[src/rtl/txs_pkg.sv]
package txs_pkg;

  // Bit positions of the presented status byte (host software decodes these)
  localparam int unsigned B_VALID = 7;
  localparam int unsigned B_IRQ   = 6;
  localparam int unsigned B_JAB   = 5;
  localparam int unsigned B_UND   = 4;
  localparam int unsigned B_MAXC  = 3;
  localparam int unsigned B_OVF   = 2;

  typedef struct packed {
    logic irq;
    logic jab;
    logic und;
    logic maxc;
    logic ovf;
  } txs_ent_t;

  function automatic logic [7:0] ent_to_byte(input logic vld, input txs_ent_t e);
    logic [7:0] b;
    b          = 8'h00;
    b[B_VALID] = vld;
    b[B_IRQ]   = vld & e.irq;
    b[B_JAB]   = vld & e.jab;
    b[B_UND]   = vld & e.und;
    b[B_MAXC]  = vld & e.maxc;
    b[B_OVF]   = vld & e.ovf;
    return b;
  endfunction

endpackage

[src/rtl/txs_store.sv]
module txs_store
  import txs_pkg::*;
#(
  parameter int unsigned DEPTH = 4
) (
  input  logic     clk,
  input  logic     rst_n,
  input  logic     clr,
  input  logic     push,
  input  txs_ent_t push_ent,
  input  logic     pop,
  output txs_ent_t head_ent,
  output logic     not_empty
);

  localparam int unsigned PTR_W = (DEPTH > 1) ? $clog2(DEPTH) : 1;
  localparam int unsigned CNT_W = $clog2(DEPTH + 1);
  localparam logic [PTR_W-1:0] LAST = PTR_W'(DEPTH - 1);
  localparam logic [CNT_W-1:0] FULL = CNT_W'(DEPTH);

  logic [PTR_W-1:0] rd_q, rd_d, wr_q, wr_d, newest;
  logic [CNT_W-1:0] cnt_q, cnt_d;
  logic             full, pop_ok, store, mark;
  txs_ent_t         ent_q [DEPTH];
  txs_ent_t         ent_d [DEPTH];
  logic [DEPTH-1:0] ent_en;

  assign full   = (cnt_q == FULL);
  assign pop_ok = pop && (cnt_q != '0);
  assign store  = push && (!full || pop_ok);
  assign mark   = push && full && !pop_ok;
  assign newest = (wr_q == '0) ? LAST : (wr_q - 1'b1);

  // Pointer and occupancy next state
  always_comb begin
    rd_d  = rd_q;
    wr_d  = wr_q;
    cnt_d = cnt_q;
    if (clr) begin
      rd_d  = '0;
      wr_d  = '0;
      cnt_d = '0;
    end else begin
      if (pop_ok) rd_d = (rd_q == LAST) ? '0 : (rd_q + 1'b1);
      if (store)  wr_d = (wr_q == LAST) ? '0 : (wr_q + 1'b1);
      case ({store, pop_ok})
        2'b10:   cnt_d = cnt_q + 1'b1;
        2'b01:   cnt_d = cnt_q - 1'b1;
        default: cnt_d = cnt_q;
      endcase
    end
  end

  always_ff @(posedge clk or negedge rst_n) begin
    if (!rst_n) begin
      rd_q  <= '0;
      wr_q  <= '0;
      cnt_q <= '0;
    end else begin
      rd_q  <= rd_d;
      wr_q  <= wr_d;
      cnt_q <= cnt_d;
    end
  end

  // One slot per entry, written on store or on overflow marking
  for (genvar i = 0; i < DEPTH; i++) begin : g_slot
    always_comb begin
      ent_en[i] = 1'b0;
      ent_d[i]  = ent_q[i];
      if (!clr && store && (wr_q == PTR_W'(i))) begin
        ent_en[i] = 1'b1;
        ent_d[i]  = push_ent;
      end else if (!clr && mark && (newest == PTR_W'(i))) begin
        ent_en[i]    = 1'b1;
        ent_d[i].ovf = 1'b1;
      end
    end

    always_ff @(posedge clk or negedge rst_n) begin
      if (!rst_n)         ent_q[i] <= '0;
      else if (ent_en[i]) ent_q[i] <= ent_d[i];
    end
  end

  assign head_ent  = ent_q[rd_q];
  assign not_empty = (cnt_q != '0);

  assert_count_bound_R5: assert property (@(posedge clk) disable iff (!rst_n)
    cnt_q <= FULL);
  assert_full_push_keeps_count_R5: assert property (@(posedge clk) disable iff (!rst_n)
    (full && push && !pop && !clr) |=> (cnt_q == FULL));
  assert_empty_pop_ignored_R4: assert property (@(posedge clk) disable iff (!rst_n)
    ((cnt_q == '0) && pop && !push && !clr) |=> (cnt_q == '0));
  assert_push_pop_balance_R9: assert property (@(posedge clk) disable iff (!rst_n)
    (push && pop && (cnt_q != '0) && !clr) |=> $stable(cnt_q));
  assert_clear_empties_R7: assert property (@(posedge clk) disable iff (!rst_n)
    clr |=> (cnt_q == '0));

endmodule

[src/rtl/txs_stall.sv]
module txs_stall (
  input  logic clk,
  input  logic rst_n,
  input  logic clr,
  input  logic set,
  output logic stall
);

  logic stall_q, stall_d;

  always_comb begin
    stall_d = stall_q;
    if (clr)      stall_d = 1'b0;
    else if (set) stall_d = 1'b1;
  end

  always_ff @(posedge clk or negedge rst_n) begin
    if (!rst_n) stall_q <= 1'b0;
    else        stall_q <= stall_d;
  end

  assign stall = stall_q;

  assert_stall_set_R6: assert property (@(posedge clk) disable iff (!rst_n)
    (set && !clr) |=> stall);
  assert_stall_hold_R6: assert property (@(posedge clk) disable iff (!rst_n)
    (stall && !clr) |=> stall);
  assert_stall_release_R7: assert property (@(posedge clk) disable iff (!rst_n)
    clr |=> !stall);

endmodule

[src/rtl/txs_view.sv]
module txs_view
  import txs_pkg::*;
(
  input  logic       clk,
  input  logic       rst_n,
  input  txs_ent_t   head_ent,
  input  logic       head_vld,
  output logic [7:0] rd_data,
  output logic       evt
);

  logic [7:0] byte_w;

  assign byte_w  = ent_to_byte(head_vld, head_ent);
  assign rd_data = byte_w;
  assign evt     = head_vld &
                   (head_ent.irq | head_ent.jab | head_ent.und |
                    head_ent.maxc | head_ent.ovf);

  assert_event_needs_valid_R8: assert property (@(posedge clk) disable iff (!rst_n)
    evt |-> rd_data[B_VALID]);
  assert_empty_reads_zero_R4: assert property (@(posedge clk) disable iff (!rst_n)
    !rd_data[B_VALID] |-> (rd_data == 8'h00));
  assert_low_bits_zero_R2: assert property (@(posedge clk) disable iff (!rst_n)
    rd_data[1:0] == 2'b00);

endmodule

[src/rtl/txs_stack.sv]
module txs_stack
  import txs_pkg::*;
#(
  parameter int unsigned DEPTH = 4
) (
  input  logic       clk,
  input  logic       rst_n,
  input  logic       fin_push_i,
  input  logic       fin_irq_req_i,
  input  logic       fin_jabber_i,
  input  logic       fin_underrun_i,
  input  logic       fin_maxcoll_i,
  input  logic       host_wr_i,
  output logic [7:0] host_rd_data_o,
  output logic       txdone_evt_o,
  input  logic       tx_reset_i,
  output logic       tx_stall_o
);

  txs_ent_t new_ent, head_ent;
  logic     head_vld, stall_set;

  always_comb begin
    new_ent      = '0;
    new_ent.irq  = fin_irq_req_i;
    new_ent.jab  = fin_jabber_i;
    new_ent.und  = fin_underrun_i;
    new_ent.maxc = fin_maxcoll_i;
    new_ent.ovf  = 1'b0;
  end

  assign stall_set = fin_push_i & (fin_jabber_i | fin_underrun_i);

  txs_store #(.DEPTH(DEPTH)) i_store (
    .clk       (clk),
    .rst_n     (rst_n),
    .clr       (tx_reset_i),
    .push      (fin_push_i),
    .push_ent  (new_ent),
    .pop       (host_wr_i),
    .head_ent  (head_ent),
    .not_empty (head_vld)
  );

  txs_stall i_stall (
    .clk   (clk),
    .rst_n (rst_n),
    .clr   (tx_reset_i),
    .set   (stall_set),
    .stall (tx_stall_o)
  );

  txs_view i_view (
    .clk      (clk),
    .rst_n    (rst_n),
    .head_ent (head_ent),
    .head_vld (head_vld),
    .rd_data  (host_rd_data_o),
    .evt      (txdone_evt_o)
  );

  assert_reset_clears_port_R7: assert property (@(posedge clk) disable iff (!rst_n)
    tx_reset_i |=> (host_rd_data_o == 8'h00 && !txdone_evt_o && !tx_stall_o));
  assert_first_push_visible_R2: assert property (@(posedge clk) disable iff (!rst_n)
    (fin_push_i && !tx_reset_i && !head_vld) |=> host_rd_data_o[B_VALID]);

endmodule

[config.mk]
export PLATFORM = sky130hd
export DESIGN_NAME = txs_stack
export DESIGN_NICKNAME = d
export VERILOG_FILES = /design/src/rtl/txs_pkg.sv /design/src/rtl/txs_store.sv /design/src/rtl/txs_stall.sv /design/src/rtl/txs_view.sv /design/src/rtl/txs_stack.sv
export SDC_FILE = /design/constraint.sdc
export NUM_CORES = 1
export LEC_CHECK = 0
export BUFFER_PORTS_ARGS = -buffer_cell sky130_fd_sc_hd__buf_2
export CAP_MARGIN = 20
export CORE_UTILIZATION = 30
export DETAILED_ROUTE_END_ITERATION = 7
export PLACE_DENSITY = 0.44
export SLEW_MARGIN = 10
export SYNTH_ARGS = -nofsm -noshare
export SYNTH_HDL_FRONTEND = slang
export SYNTH_SLANG_ARGS = --single-unit
[constraint.sdc]
create_clock -name clk -period 2.64 [get_ports clk]
set_input_delay 0.132 -clock clk [delete_from_list [all_inputs] [get_ports clk]]
set_output_delay 0.132 -clock clk [all_outputs]
set_load 0.03 [all_outputs]
* Word-level counts from Yosys, hierarchy flattened
Cells that the tools add are included.
** Storage, ports and cells
- Output and inout port bits :: 10
- Logic and storage cells :: 120
- Bits of input ports :: 9
- Register bits :: 28
** Cells by class
- Muxes and demuxes :: 30
- Reductions and logical operators :: 37
- Bitwise gates (word level) :: 13
- Equal/unequal tests :: 10
- Order comparisons :: 1
- $add $sub $neg :: 5
** Operator list (count)
- 2-to-1 mux 1 bit :: 18
- AND reduction 2 bit :: 8
- logical AND 1 bit :: 14
- 2-to-1 mux 2 bit :: 7
- nonzero test 2 bit :: 7
- equality test 2 bit (second input constant) :: 6
- binary-select mux 5 bit (select 2 bit) :: 1
- 2-to-1 mux 5 bit :: 2
- bitwise AND 1 bit :: 7
- equality test 2 x 1 -> 1 bit (second input constant) :: 3
- one-hot mux 3 bit (2 select lines) :: 1
- nonzero test 3 bit :: 2
- bitwise OR 1 bit :: 5
- adder 2 x 1 -> 2 bit (second input constant) :: 2
- logical NOT 2 bit :: 2
- adder 3 x 1 -> 3 bit (second input constant) :: 1
- equality test 3 bit (second input constant) :: 1
- >= comparator 3 bit (second input constant) :: 1
- logical NOT 1 bit :: 3
- 2-to-1 mux 3 bit :: 1
- inverter 2 -> 3 bit :: 1
- subtractor 3 x 1 -> 3 bit (second input constant) :: 1
- subtractor 2 x 1 -> 2 bit (second input constant) :: 1
- logical OR 1 bit :: 1

* Longest topological paths before layout
- Depth after elaboration :: 9
- Mapped depth :: 8
- Depth with buffers taken out :: 7

* Hierarchy
Synthesis repeated with hierarchy kept, for this count alone.
** Unflattened totals
- Cell total of the unflattened synthesis :: 135
- Area, all modules :: 1712.9 um^2
** Modules (own cells, without submodules)
- txs_store :: cells an instance 120, seq. area each 675.6 um^2, area each 1592.8 um^2, times used 1
- txs_view :: cells an instance 11, seq. area each 0.0 um^2, area each 73.8 um^2, times used 1
- txs_stall :: cells an instance 2, seq. area each 25.0 um^2, area each 35.0 um^2, times used 1
- txs_stack :: cells an instance 2, seq. area each 0.0 um^2, area each 11.3 um^2, times used 1

* Least setup slack after synthesis
OpenSTA, ideal clock, no wires.
- Path type :: register -> register
- Start point :: reg i_store.cnt_q[1]
- End point :: reg i_store.cnt_q[2]
- Setup time :: 0.082 ns
- Required time :: 2.558 ns
- Buffers on the path :: 0
- Arrival :: 1.666 ns
- Path slack :: 0.892 ns
- Period minus slack after synthesis :: 1.748 ns
- Stages on the path, launching flop included :: 7
- Cells stage by stage :: dfrtp_1 -> nor3_1 -> nor2_1 -> fa_1 -> o31ai_1 -> nand2b_1 -> a31oi_1
** Between the ends
- Longest elaborated chain between the ends :: 7
- Elaborated cells between the ends (all ways) :: 13
- Classes of those cells :: add/sub: 2; eq/ne: 3; mux: 2; reduce/logical: 6
** RTL lines
- start: declaration :: RTL line txs_store.sv:22 : logic [CNT_W-1:0] cnt_q, cnt_d;
- start signal: assignment :: RTL line txs_store.sv:62 : cnt_q <= cnt_d;
- equality test 3 bit or nonzero test 3 bit (tied branches) :: RTL line txs_store.sv:28, txs_store.sv:29
- logical NOT 1 bit or logical AND 1 bit (tied branches) :: RTL line txs_store.sv:30, txs_store.sv:29
- logical OR 1 bit :: RTL line txs_store.sv:30 : assign store = push && (!full || pop_ok);
- logical AND 1 bit :: RTL line txs_store.sv:30
- equality test 2 x 1 -> 1 bit or equality test 2 bit (tied branches) :: RTL line txs_store.sv:46 : case ({store, pop_ok})
- one-hot mux 3 bit (2 select lines) :: RTL line txs_store.sv:46
- 2-to-1 mux 3 bit :: RTL line txs_store.sv:39 : if (clr) begin
Parallel ways exist; a longest one is shown, timed or not.
A chain may end at the register's enable or synchronous reset.

* Worst setup path in the final report
- Start point :: reg i_store.rd_q[0]
- End point :: out txdone_evt_o
** Between the ends
- Longest elaborated chain between the ends :: 9
** RTL lines
- start: declaration :: RTL line txs_store.sv:21 : logic [PTR_W-1:0] rd_q, rd_d, wr_q, wr_d, newest;
- start signal: assignment :: RTL line txs_store.sv:60 : rd_q <= rd_d;
- inverter 2 -> 3 bit (implied by the code) (*) :: RTL line txs_store.sv:86 : assign head_ent = ent_q[rd_q];
- binary-select mux 5 bit (select 2 bit) (*) :: RTL line txs_store.sv:86
- 2-to-1 mux 5 bit (implied by the code) (*) (2 in series) :: RTL line txs_store.sv:86
- bitwise OR 1 bit (3 in series) :: RTL line txs_view.sv:17 : (head_ent.irq | head_ent.jab | head_ent.und |
- bitwise OR 1 bit (*) :: RTL line txs_view.sv:18 : head_ent.maxc | head_ent.ovf);
- bitwise AND 1 bit (*) :: RTL line txs_view.sv:16 : assign evt = head_vld &
- end: declaration :: RTL line txs_stack.sv:15 : output logic txdone_evt_o,
Mark *: on every way between the ends. The rest lies on a longest branch, timed or not. The select of a mux whose other input is x is not followed.

==> metrics.md <==
| Metric | Value |
|---|---|
| Top-count cell post-synth | dfrtp_1 |
| Post-Synthesis Cells | 129 |
| Worst hold path class | input pin to flip-flop |
| Fin worst setup slack | 0.541 ns |
| Initial DRC Count | 51 |
| Hold slack | 0.101 ns |
| Min Clock Period, post-route | 2.10 ns |
| P_leak | 0.811 nW |
| Core area | 4820 um^2 |
| Count of pins over their slew limit | 0 |
| Final worst-path cycle share | 79.5% |
| Fin util | 36.0% |
| Remaining Overflow, GRT | 0 |
| Slowest cell on crit path | dfrtp_1 |
| Routability cong. | 0.749 |
| Drt pass-1 iters | 4 |
| GRT Util Overall | 13.5% |
| Die width | 73.3 um |
| Worst skew pair latency | 0.28 ns |
| Design area | 1740 um^2 |
| Row cnt | 25 |
| Cell Area, Placed | 1650 um^2 |
| Number of flops mapped to enable cells by yosys | 0 |
| Vias in the first global route | 1092 |
| Total die area | 5380 um^2 |
| Fraction of final layout cells sized beyond drive strength 1 | 32.6% |
| Final Net Count | 161 |
| CTS max path bufs | 2 |
| Post-synth cell types | 33 |
| Critical Path End Type | primary output |
| Final Hold Fails | 0 |
| Synth top area share | 45.9% |
| Crit path kind | flip-flop to primary output |
| Placed wire-length estimate | 2270 um |
| Clock Skew | 0.00443 ns |
| TNS Setup | 0 ns |
| Hold Buf Count CTS | 1 |
| Antenna Violating Nets Remaining | 0 |
| Fmax | 476 MHz |
| Root Driver | clkbuf_8 |
| Synth cell count leaders | 28 x dfrtp_1, 15 x mux2_2, 14 x a21oi_1 |
| Max Fanout on Critical Path | 8 |
| Top_reg_cell synth | dfrtp_1 |
| Post-CTS repair timing setup buffer count | 0 |
| CP required | 2.51 ns |
| First-pass GRT wire length | 5420 um |
| Setup Viol. Count Final | 0 |
| Top cells by area, synth | dfrtp_1 46%, mux2_2 11%, mux4_2 7.4% |
| Largest stage delay on the critical path | 0.59 ns |
| CTS tree | done |
| Peak VDD IR | 0.404 mV |
| Mean area per synthesized cell | 11.8 um^2 |
| Die height | 73.3 um |
| Async set or reset register ratio after synthesis | 100% |
| ANT cells | 0 |
| Post-route DRC | 0 |
| Post_cts resized | 0 |
| CP Cell Sequence | mux4_2 -> nor3_1 -> a21oi_1 -> buf_2 |
| Initial Util | 31.7% |
| WP buf/inv | 1 |
| Status | finished, final reports clean |
| Type of element launching the critical path | flip-flop |
| Syn. warnings | 0 |
| Yosys reg bits | 28 |
| Critical path's top delay family | flip-flops |
| Largest net degree at the start of global routing | 29 |
| Routed vias | 993 |
| Sequential area share after synthesis | 45.9% |
| I/O pin count | 19 |
| PortBufs | 16 |
| Power Density | 838 nW/um^2 |
| # clock sinks | 28 |
| Max cap viols | 0 |
| Area grow syn2layout | 13.7% |
| Pre-CTS WS | 0.632 ns |
| Post-Route WL | 3110 um |
| Clock transition at path regs | 0.11 ns |
| Slew at the pin closest to its max-slew limit | 0.652 ns |
| Htree depth | 1 |
| Initial antenna violation count | 0 |
| CTS Buf Count | 3 |
| CP arrival | 1.97 ns |
| Unrepaired setup endpoints after global routing | false |
| Vias per cell | 4.71 |
| Post-Syn Area | 1530 um^2 |
| Relative slew slack | 56.5% |
| DR WL/cell | 14.7 um |
| Synth area leader | dfrtp_1 |
## stage by stage
stage / power [mW] / std cells
global route: 1.54 / 211
global placement: 1.11 / 206
CTS: 1.47 / 211
detailed placement: 1.11 / 206
floorplan: 0.997 / 130
finish: 1.45 / 211
## cells in the final DEF (no fill, tap or decap), types with 4 or more instances in the layout
| cell | n |
|---|---|
| nand2_4 | 4 |
| nor2_1 | 5 |
| mux2_2 | 15 |
| a21oi_1 | 14 |
| mux4_2 | 5 |
| buf_2 | 16 |
| and2_1 | 5 |
| dfrtp_1 | 28 |
| nand3_1 | 6 |
| inv_1 | 6 |
| ha_1 | 6 |
## sequential cells by signal, indices dropped and copies added (netlist names)
register	flops
i_store.cnt_q	3
i_store.wr_q	2
i_store.rd_q	2
i_stall.stall	1
i_store.ent_q	20
## routing by layer
metal  part of all wire, %  GRT usage (%)
met1                    50           18.3
met5                     0              0
met2                    47           21.9
met3                   2.6           3.29
met4                  0.55           3.21
## where the power goes
part	internal, mW	switching, mW
clock	0.203	0.147
combinational	0.217	0.254
sequential	0.543	0.0890
total	0.964	0.490
## kinds of logic (layout without fill, tap and decap cells)
logic type | Yosys count | after routing | share of synthesized area [%]
other | 1 | 2 | 0.246
adder cells (fa/ha/maj) | 7 | 7 | 6.23
flip-flops | 28 | 28 | 45.9
XOR/XNOR | 2 | 2 | 1.15
multiplexers | 22 | 22 | 19.8
AO/OA/AOI/OAI | 23 | 23 | 9.35
AND/OR/NAND/NOR | 33 | 33 | 13.2
buffers and inverters | 13 | 27 | 4.10
## final timing paths
| check | slack [ns] | depth (start not counted) | to | start |
|---|---|---|---|---|
| min in group asynchronous | 0.40 | 2 | i_store.ent_q[15]$_DFFE_PN0P_ | rst_n |
| worst max-delay path | 0.54 | 4 | txdone_evt_o | i_store.rd_q[0]$_DFFE_PN0P_ |
| worst max register to register | 0.64 | 6 | i_store.cnt_q[2]$_DFFE_PN0P_ | i_store.cnt_q[1]$_DFFE_PN0P_ |
| max in group asynchronous | 1.82 | 2 | i_store.ent_q[5]$_DFFE_PN0P_ | rst_n |
| worst min register to register | 0.52 | 1 | i_store.ent_q[8]$_DFFE_PN0P_ | i_store.ent_q[8]$_DFFE_PN0P_ |
| worst min-delay path | 0.10 | 2 | i_store.ent_q[14]$_DFFE_PN0P_ | fin_irq_req_i |
## final cells by class
class	count	area [um^2]
clock buffer	3	41.3
inverter	6	22.5
tap	67	83.8
clock inverter	1	30.0
sequential	28	701
multi-input combinational	89	767
timing repair buffer	17	90.1
fill	499	3080
Note: power is estimated with default switching activity, not from simulation.
